File: src/rtl/polymul_unit.sv
module polymul_unit #(
  parameter int XLEN  = 64,
  parameter int GFMAX = 8
) (
  input  logic                         clk,
  input  logic                         rst_n,
  input  logic                         start,
  input  logic [2:0]                   op,
  input  logic [XLEN-1:0]              a,
  input  logic [XLEN-1:0]              b,
  input  logic [GFMAX:0]               modulus,
  input  logic [$clog2(GFMAX+1)-1:0]   degree,
  output logic                         busy,
  output logic                         done,
  output logic [XLEN-1:0]              result
);
  localparam int DW   = $clog2(GFMAX + 1);
  localparam int CW   = $clog2(XLEN + 1);
  localparam int GFIN = 2 * GFMAX;
  localparam logic [2:0] OP_LO = 3'd0, OP_HI = 3'd1, OP_REV = 3'd2,
                         OP_GFMUL = 3'd3, OP_GFADD = 3'd4;

  function automatic logic [GFMAX:0] gf_reduce(input logic [GFIN-1:0] v,
                                               input logic [DW-1:0] m,
                                               input logic [GFMAX:0] p);
    logic [GFMAX:0] r;
    r = '0;
    for (int i = GFIN - 1; i >= 0; i--) begin
      r = {r[GFMAX-1:0], v[i]};
      if (r[m]) r = r ^ p;
    end
    return r;
  endfunction

  logic [2*XLEN-1:0] acc, acc_sh, acc_nx;
  logic [XLEN-1:0]   opa, opb, sel;
  logic [2:0]        op_q;
  logic [DW-1:0]     m_q, deg_eff;
  logic [GFMAX:0]    poly_q, poly_in, lowmask, sh_low, red_a, red_b;
  logic [CW-1:0]     cnt;

  assign deg_eff = (degree == '0 || degree > DW'(GFMAX)) ? DW'(GFMAX) : degree;

  always_comb begin
    lowmask = (GFMAX+1)'((1 << deg_eff) - 1);
    poly_in = (modulus & lowmask) | ((GFMAX+1)'(1) << deg_eff);
  end

  assign red_a = gf_reduce(a[GFIN-1:0], deg_eff, poly_in);
  assign red_b = gf_reduce(b[GFIN-1:0], deg_eff, poly_in);

  always_comb begin
    acc_sh = acc << 1;
    sh_low = acc_sh[GFMAX:0];
    if (op_q == OP_GFMUL && sh_low[m_q]) acc_sh = acc_sh ^ (2*XLEN)'(poly_q);
    acc_nx = acc_sh ^ (opb[XLEN-1] ? {{XLEN{1'b0}}, opa} : '0);
  end

  always_comb begin
    case (op_q)
      OP_HI:   sel = acc_nx[2*XLEN-1:XLEN];
      OP_REV:  sel = acc_nx[2*XLEN-2:XLEN-1];
      default: sel = acc_nx[XLEN-1:0];
    endcase
  end

  always_ff @(posedge clk or negedge rst_n) begin
    if (!rst_n) begin
      busy   <= 1'b0;
      done   <= 1'b0;
      result <= '0;
      acc    <= '0;
      opa    <= '0;
      opb    <= '0;
      op_q   <= OP_LO;
      m_q    <= '0;
      poly_q <= '0;
      cnt    <= '0;
    end else begin
      done <= 1'b0;
      if (busy) begin
        acc <= acc_nx;
        opb <= opb << 1;
        cnt <= cnt - 1'b1;
        if (cnt == CW'(1)) begin
          busy   <= 1'b0;
          done   <= 1'b1;
          result <= sel;
        end
      end else if (start) begin
        op_q   <= op;
        m_q    <= deg_eff;
        poly_q <= poly_in;
        acc    <= '0;
        case (op)
          OP_LO, OP_HI, OP_REV: begin
            busy <= 1'b1;
            cnt  <= CW'(XLEN);
            opa  <= a;
            opb  <= b;
          end
          OP_GFMUL: begin
            busy <= 1'b1;
            cnt  <= CW'(deg_eff);
            opa  <= XLEN'(red_a);
            opb  <= XLEN'(red_b) << (CW'(XLEN) - CW'(deg_eff));
          end
          OP_GFADD: begin
            done   <= 1'b1;
            result <= XLEN'(gf_reduce(a[GFIN-1:0] ^ b[GFIN-1:0], deg_eff, poly_in));
          end
          default: begin
            done   <= 1'b1;
            result <= '0;
          end
        endcase
      end
    end
  end
endmodule

File: config.mk
export PLATFORM = sky130hd
export DESIGN_NAME = polymul_unit
export DESIGN_NICKNAME = d
export VERILOG_FILES = /design/src/rtl/polymul_unit.sv
export SDC_FILE = /design/constraint.sdc
export NUM_CORES = 1
export LEC_CHECK = 0
export BUFFER_PORTS_ARGS = -buffer_cell sky130_fd_sc_hd__buf_2
export CAP_MARGIN = 5
export CORE_MARGIN = 2
export CORE_UTILIZATION = 35
export CTS_BUF_LIST = sky130_fd_sc_hd__clkbuf_4 sky130_fd_sc_hd__clkbuf_8 sky130_fd_sc_hd__clkbuf_16
export CTS_CLUSTER_DIAMETER = 40
export DETAILED_ROUTE_END_ITERATION = 12
export GPL_TIMING_DRIVEN = 0
export SYNTH_ARGS = -nofsm -noshare
export SYNTH_HDL_FRONTEND = slang
export SYNTH_SLANG_ARGS = --single-unit
export TNS_END_PERCENT = 50
File: constraint.sdc
create_clock -name clk -period 2.9 [get_ports clk]
set_clock_uncertainty 0.2 [all_clocks]
set_input_delay 0.725 -clock clk [delete_from_list [all_inputs] [get_ports clk]]
set_output_delay 0.725 -clock clk [all_outputs]
set_load 0.02 [all_outputs]
After elaboration in Yosys (flattened, before gate mapping). Index checks and enable logic that the tools add are counted. W data, S select, Z words.

Flip-flop bits (word level): 344. Bits of input ports: 147.

Add/sub/neg operators: 3. Magnitude comparators: 3. Equal/unequal tests: 10. Shifts and indexed selects: 3. Multiplexer cells: 216. Bitwise gates (word level): 54. Reductions and logical operators: 13.

Operators by type and width (number): $mux W8 (90); $pmux W64 S2 (4); $mux W64 (6); $xor A8 B8 Y8 (42); $mux W127 (2); $bmux W1 S4 (49); $mux W128 (1); $xor A128 B64 Y128 (1); $xor A128 B9 Y128 (1); $shl A9 B7 Y64 (1); $mux W1 (57); $mux W9 (3); $xor A9 B9 Y9 (3); $xor A1 B8 Y8 (3); $shl A1 B4 Y9 const A (2); $xor A16 B16 Y16 (1); $mux W7 (2); $pmux W7 S2 (1); $eq A3 B2 Y1 const B (4); $lt A4 B5 Y1 const B (2); $and A9 B9 Y9 (1); $or A9 B9 Y9 (1); $sub A9 B2 Y9 const B (1); $eq A7 B1 Y1 const B (1); 18 further kinds (23).

Logic depth before layout (Yosys ltp).
Depth in word-level cells: 102. Mapped depth: 67. Mapped depth without buffers: 53.

Worst setup path after synthesis. No wires, ideal clock.

Kind: input-to-reg. Start: input port degree[0]. End: register opb[62]. Setup time: 0.129 ns. Data arrival time: 16.178 ns. Data required time: 2.571 ns. Slack: -13.608 ns. Stages on the path: 66. Cells stage by stage: buf_4 nor2b_1 inv_2 clkbuf_1 clkbuf_1 clkbuf_1 buf_2 buf_1 ha_1 ha_1 buf_2 or2_1 clkbuf_2 nand3_1 or4_1 o21ai_2 nand4_2 o21a_1 [30 not listed] nand4b_4 a211oi_1 mux2i_1 o2111ai_1 buf_2 nor4_1 mux2i_1 a221o_1 buf_2 or4_1 a21oi_1 a2111oi_4 a211oi_2 nand2_1 xnor2_1 mux2_2 a31oi_1 a31oi_1.

Cells in the longest elaborated chain, start to end: 58. Elaborated cells between the ends (all ways): 78.

RTL lines: start: declaration (line 12) `input logic [$clog2(GFMAX+1)-1:0] degree,`; $gt A4 B4 Y1 / $logic_not A4 Y1 (equally long branches) (line 42) `assign deg_eff = (degree == '0 || degree > DW'(GFMAX)) ? DW'(GFMAX) : degree;`; $logic_or A1 B1 Y1 (line 42); $mux W4 * (line 42); $shl A1 B4 Y9 (line 45, 46); $sub A9 B2 Y9 (line 45) `lowmask = (GFMAX+1)'((1 << deg_eff) - 1);`; $and A9 B9 Y9 (line 46) `poly_in = (modulus & lowmask) | ((GFMAX+1)'(1) << deg_eff);`; $or A9 B9 Y9 (line 46); $xor A1 B8 Y8 (line 30) `if (r[m]) r = r ^ p;`; [42 not listed]; $mux W8 (line 30); $bmux W1 S4 (line 30); $mux W1 (implied by the code) (line 30); $mux W9 (line 30); $shl A9 B7 Y64 * (line 106) `opb <= XLEN'(red_b) << (CW'(XLEN) - CW'(deg_eff));`; $pmux W64 S2 * (line 95) `case (op)`; $mux W64 * (line 90) `end else if (start) begin`; $mux W64 * (line 81) `if (busy) begin`; end signal: assignment (line 83) `opb <= opb << 1;`; end signal: assignment (line 106); end: declaration (line 36) `logic [XLEN-1:0] opa, opb, sel;`.

Every way passes the cells marked *; elsewhere a longest branch is shown, timed or not. The select of a mux whose other input is x is not followed. A chain may end at the register's enable or synchronous reset.

Worst setup path after layout.
Start: input port degree[0]. End: register opa[1].

Cells in the longest elaborated chain, start to end: 55. Elaborated cells between the ends (all ways): 74.

RTL lines: $gt A4 B4 Y1 / $logic_not A4 Y1 (equally long branches) (line 42); $logic_or A1 B1 Y1 (line 42); $mux W4 * (line 42); $shl A1 B4 Y9 (line 45, 46); $sub A9 B2 Y9 (line 45); $and A9 B9 Y9 (line 46); $or A9 B9 Y9 (line 46); $xor A1 B8 Y8 (line 30); [39 not listed]; $mux W8 (line 30); $bmux W1 S4 (line 30); $mux W1 (implied by the code) (line 30); $mux W8 (line 30); $bmux W1 S4 (line 30); $mux W1 (implied by the code) (line 30); $mux W9 * (line 30); $pmux W64 S2 * (line 95); end signal: assignment (line 105) `opa <= XLEN'(red_a);`; end: declaration (line 36).

Marked as above.

==> summary.md <==
| Metric | Value |
|---|---|
| Routing layer with the top usage in global route | met2 |
| Number of placement rows | 101 |
| Number of hold violations in the final report | 0 |
| Drt pass-1 iters | 7 |
| Final period util | 533% |
| Ports placed on the boundary | 213 |
| Ratio of total power to cell area | 985 nW/µm² |
| Critical Path Sink Type | flip-flop |
| Largest fanout on the critical path | 8 |
| Worst path required time | 3120 ps |
| Number of sinks handled by clock tree synthesis | 344 |
| Util after Layout | 48.5% |
| Wire length of the first global-routing pass | between 150000 and 200000 µm |
| Clock power frac | 14.7% |
| Initial antenna violation count | 8 |
| Failing checks | setup timing |
| RSZ-0062 raised after global routing | true |
| Final Routed Wirelength | between 100000 and 150000 µm |
| Commonest cells after routing, fill and taps aside | 518 x sky130_fd_sc_hd__nand2_1, 342 x sky130_fd_sc_hd__dfrtp_1, 258 x sky130_fd_sc_hd__buf_4, 244 x sky130_fd_sc_hd__nor2_1, 215 x sky130_fd_sc_hd__buf_2 |
| Clk buf depth | 3 |
| Final antenna-violating net count | 0 |
| Vias per cell | 6.13 |
| Gr usage total | 28.5% |
| Iteration-0 DRC Markers | 3717 |
| Worst Tran Pin Value | about 1300 ps |
| Remaining design rule violation count | 0 |
| Final setup violation count | 33 |
| Crit path setup slack, layout | -12550 ps |
| Clock slew at reported path FFs | 60 ps |
| Synthesized netlist net count | approximately 3400 |
| Area used by multi-input combinational logic | 19800 µm² |
| Layout cells sized above 1 | approximately 29% |
| Switching power | 16600 µW |
| Switching share of power | 46.0% |
| Number of enable flip-flop cells after synthesis | 0 |
| Synth Register Bits | 344 |
| Post-Synthesis Cell Area | 26600 µm² |
| Met1 Track Usage GR | 36.1% |
| Minimum setup slack after placement | -15160 ps |
| HP Class | primary input to flip-flop |
| CTS buffer count | 40 |
| Placed Cells | about 4500 |
| Highest-delay cell along the critical path | sky130_fd_sc_hd__or4b_1 |
| Number of filler cells placed in the layout | 7036 |
| Total of warnings raised by yosys | 0 |
| Async set or reset register ratio after synthesis | 100% |
| # nets final | 3984 |
| Clk Latency, worst-skew pair | 550 ps |
| Gp weighted congestion | 0.965 |
| Most common cell after layout, fill and taps aside | sky130_fd_sc_hd__nand2_1 |
| Max Freq | between 60 and 70 MHz |
| Worst IR drop on VDD | 0.501 mV |
| Sequential fraction of the synthesis area | roughly 32% |
| Root cell of the clock tree | sky130_fd_sc_hd__clkbuf_16 |
| Crit-path most repeated cell | sky130_fd_sc_hd__buf_6 |
| Chip Height | 280 µm |
| H-Tree Level Count | 2 |
| Placement Cell Area | 29900 µm² |
| Startpoint kind of the worst setup timing path | primary input |
| Total die area | slightly below 80000 µm² |
| Initial Util | a little over a third |
| Worst path arrival time | approximately 16000 ps |
| Count of distinct cell types in the synthesized netlist | 120 |
| Final critical path time including I/O delays and setup | 15450 ps |
| Via count of the first global-routing pass | 28606 |
| Max Slew Vio Count | 0 |
| Worst path bufs/invs | 22 |
| Die span in x | 280 µm |
| Run status | finished, violations left |
| Sequential cell area | 8610 µm² |
| Final Total Pwr | 36100 µW |
| Proportion of power drawn by combinational gates | 61.8% |
| Internal Dissipation | 19500 µW |
| Critical path's largest stage delay | about 600 ps |
| Buffers added on ports | 204 |
| Relative area change from synthesis to final layout | 37.7% |
| Mean Syn Cell Area | 8.10 µm² |
| Clock tree from TritonCTS | yes |
| Area of all placed cells without fillers | 36600 µm² |
| Max-cap violations | 0 |
| Detailed placement HPWL | 80200 µm |
| Leak pwr | between 0.01 and 0.015 µW |
| Total number of vias | 29679 |
| Normalized max-slew margin | 10.1% |
| Standard cell core area | 75600 µm² |
| Delay-heaviest family, CP | compound AO/OA/AOI/OAI gates |
| Crit Path Category | primary input to flip-flop |
| Met3 usage | 4.70% |
| Post-Syn Instances | 3282 |
| Final instance count without filler cells | 4843 |
| Maximum number of pins on one net before global-route repair | ~120 |
| Share of total power in sequential cells | about a quarter |
| Ys flop type | sky130_fd_sc_hd__dfrtp_1 |
| Global-route track usage on met2 | 45.7% |
| Detail-routed net length per standard cell | 24.2 µm |
| Grt ovf | 0 |
[worst paths after layout]
kind                                         from  depth (start not counted)  slack, ps                      to
min in group asynchronous                   rst_n                          2        390     opa[28]$_DFFE_PN0P_
setup / recovery                        degree[0]                         74     -12550      opa[1]$_DFFE_PN0P_
max in group asynchronous                   rst_n                          4        740     opb[63]$_DFFE_PN0P_
hold reg to reg            result[43]$_DFFE_PN0P_                          2        270  result[43]$_DFFE_PN0P_
setup reg to reg               m_q[1]$_DFFE_PN0P_                         12       -180   result[8]$_DFFE_PN0P_
hold / removal                              a[62]                          2        190     opa[62]$_DFFE_PN0P_
[cell usage after synthesis, types with 21 or more instances]
library cell               number  area (µm²)
sky130_fd_sc_hd__nand4_1       30         188
sky130_fd_sc_hd__nand3_1       67         335
sky130_fd_sc_hd__o31ai_1       79         593
sky130_fd_sc_hd__o211ai_1      26         195
sky130_fd_sc_hd__a211oi_1      34         255
sky130_fd_sc_hd__a22oi_1       23         173
sky130_fd_sc_hd__mux2i_1       48         480
sky130_fd_sc_hd__clkbuf_1     209         785
sky130_fd_sc_hd__nor3_1       100         500
sky130_fd_sc_hd__nor4_1        67         419
sky130_fd_sc_hd__xor2_1       135        1180
sky130_fd_sc_hd__o22ai_1       22         138
sky130_fd_sc_hd__buf_2         21         105
sky130_fd_sc_hd__or3_1         26         163
sky130_fd_sc_hd__nand2_1      531        1990
sky130_fd_sc_hd__buf_1         26        97.6
sky130_fd_sc_hd__a21oi_1      124         621
sky130_fd_sc_hd__a31oi_1       32         200
sky130_fd_sc_hd__dfrtp_1      344        8610
sky130_fd_sc_hd__a221oi_1      56         490
sky130_fd_sc_hd__xnor2_1      191        1670
sky130_fd_sc_hd__a221o_1       61         611
sky130_fd_sc_hd__and2_1        39         244
sky130_fd_sc_hd__o21ai_0      196         981
sky130_fd_sc_hd__a22o_1        68         596
sky130_fd_sc_hd__and3_1        81         507
sky130_fd_sc_hd__nor2_1       258         968
[repair_timing]
action,CTS,global route
hold buffers,1,0
hold endpoints to repair,14,0
gates resized for setup,457,188
setup endpoints to repair,271,148
pin swaps,123,90
setup buffers,228,79
gates cloned,3,2
[logic make-up after synthesis]
logic type      share of synthesized area (%)
xor+xnor                                 11.1
flops                                    32.4
fa+ha+maj                               0.423
simple gates                             23.8
mux                                      2.19
buf+inv                                  4.17
compound gates                           26.0
[layer usage]
layer,routed length (µm),vias to the layer above,part of all wire [%]
met1,45400,14261,39
met4,8070,4,6.9
li1,-,13188,-
met3,11100,526,9.4
met5,37,-,0.032
met2,52800,1700,45
[per-stage QoR]
step / setup TNS (ps) / hold WS [ps]
6_report: -319790 / 189
5_1_grt: -333440 / 183
4_1_cts: -310160 / 173
3_5_place_dp: -657630 / 260
3_3_place_gp: -2694470 / 258
2_1_floorplan: -306040 / 229
[power groups by stage]
stage	clock (µW)	combinational, µW	sequential (µW)
floorplan	0	12600	8490
global placement	0	17400	8430
detailed placement	0	17600	8460
CTS	5400	20700	8440
global route	5600	23900	8710
finish	5320	22300	8480
[worst reg2reg max path, cell delays in order (launching register included)]
cell,delay (ps)
sky130_fd_sc_hd__dfrtp_1,450
sky130_fd_sc_hd__nand3b_1,190
sky130_fd_sc_hd__a21oi_1,150
sky130_fd_sc_hd__a21oi_1,60
sky130_fd_sc_hd__o21ai_0,140
sky130_fd_sc_hd__and4b_1,200
sky130_fd_sc_hd__clkbuf_1,240
sky130_fd_sc_hd__clkbuf_2,290
sky130_fd_sc_hd__a21oi_1,100
sky130_fd_sc_hd__o21ai_0,400
sky130_fd_sc_hd__o22ai_1,190
sky130_fd_sc_hd__a31oi_2,240
sky130_fd_sc_hd__a21oi_1,100
[flip-flops by register name (all words and copies together), names as in the netlist]
register  cells
m_q           4
result       64
cnt           7
opa          64
op_q          3
busy          1
opb          64
poly_q        9
done          1
acc         127
[layout make-up]
cell class | instances | area share [%]
buffer | 253 | 4.78
clock inverter | 20 | 0.656
inverter | 19 | 0.239
clock buffer | 53 | 3.20
multi-input combinational | 2658 | 54.0
antenna | 6 | 0.0410
timing repair buffer | 512 | 10.2
sequential | 344 | 23.5
tap | 978 | 3.34
Power figures use the tool's default switching activity.
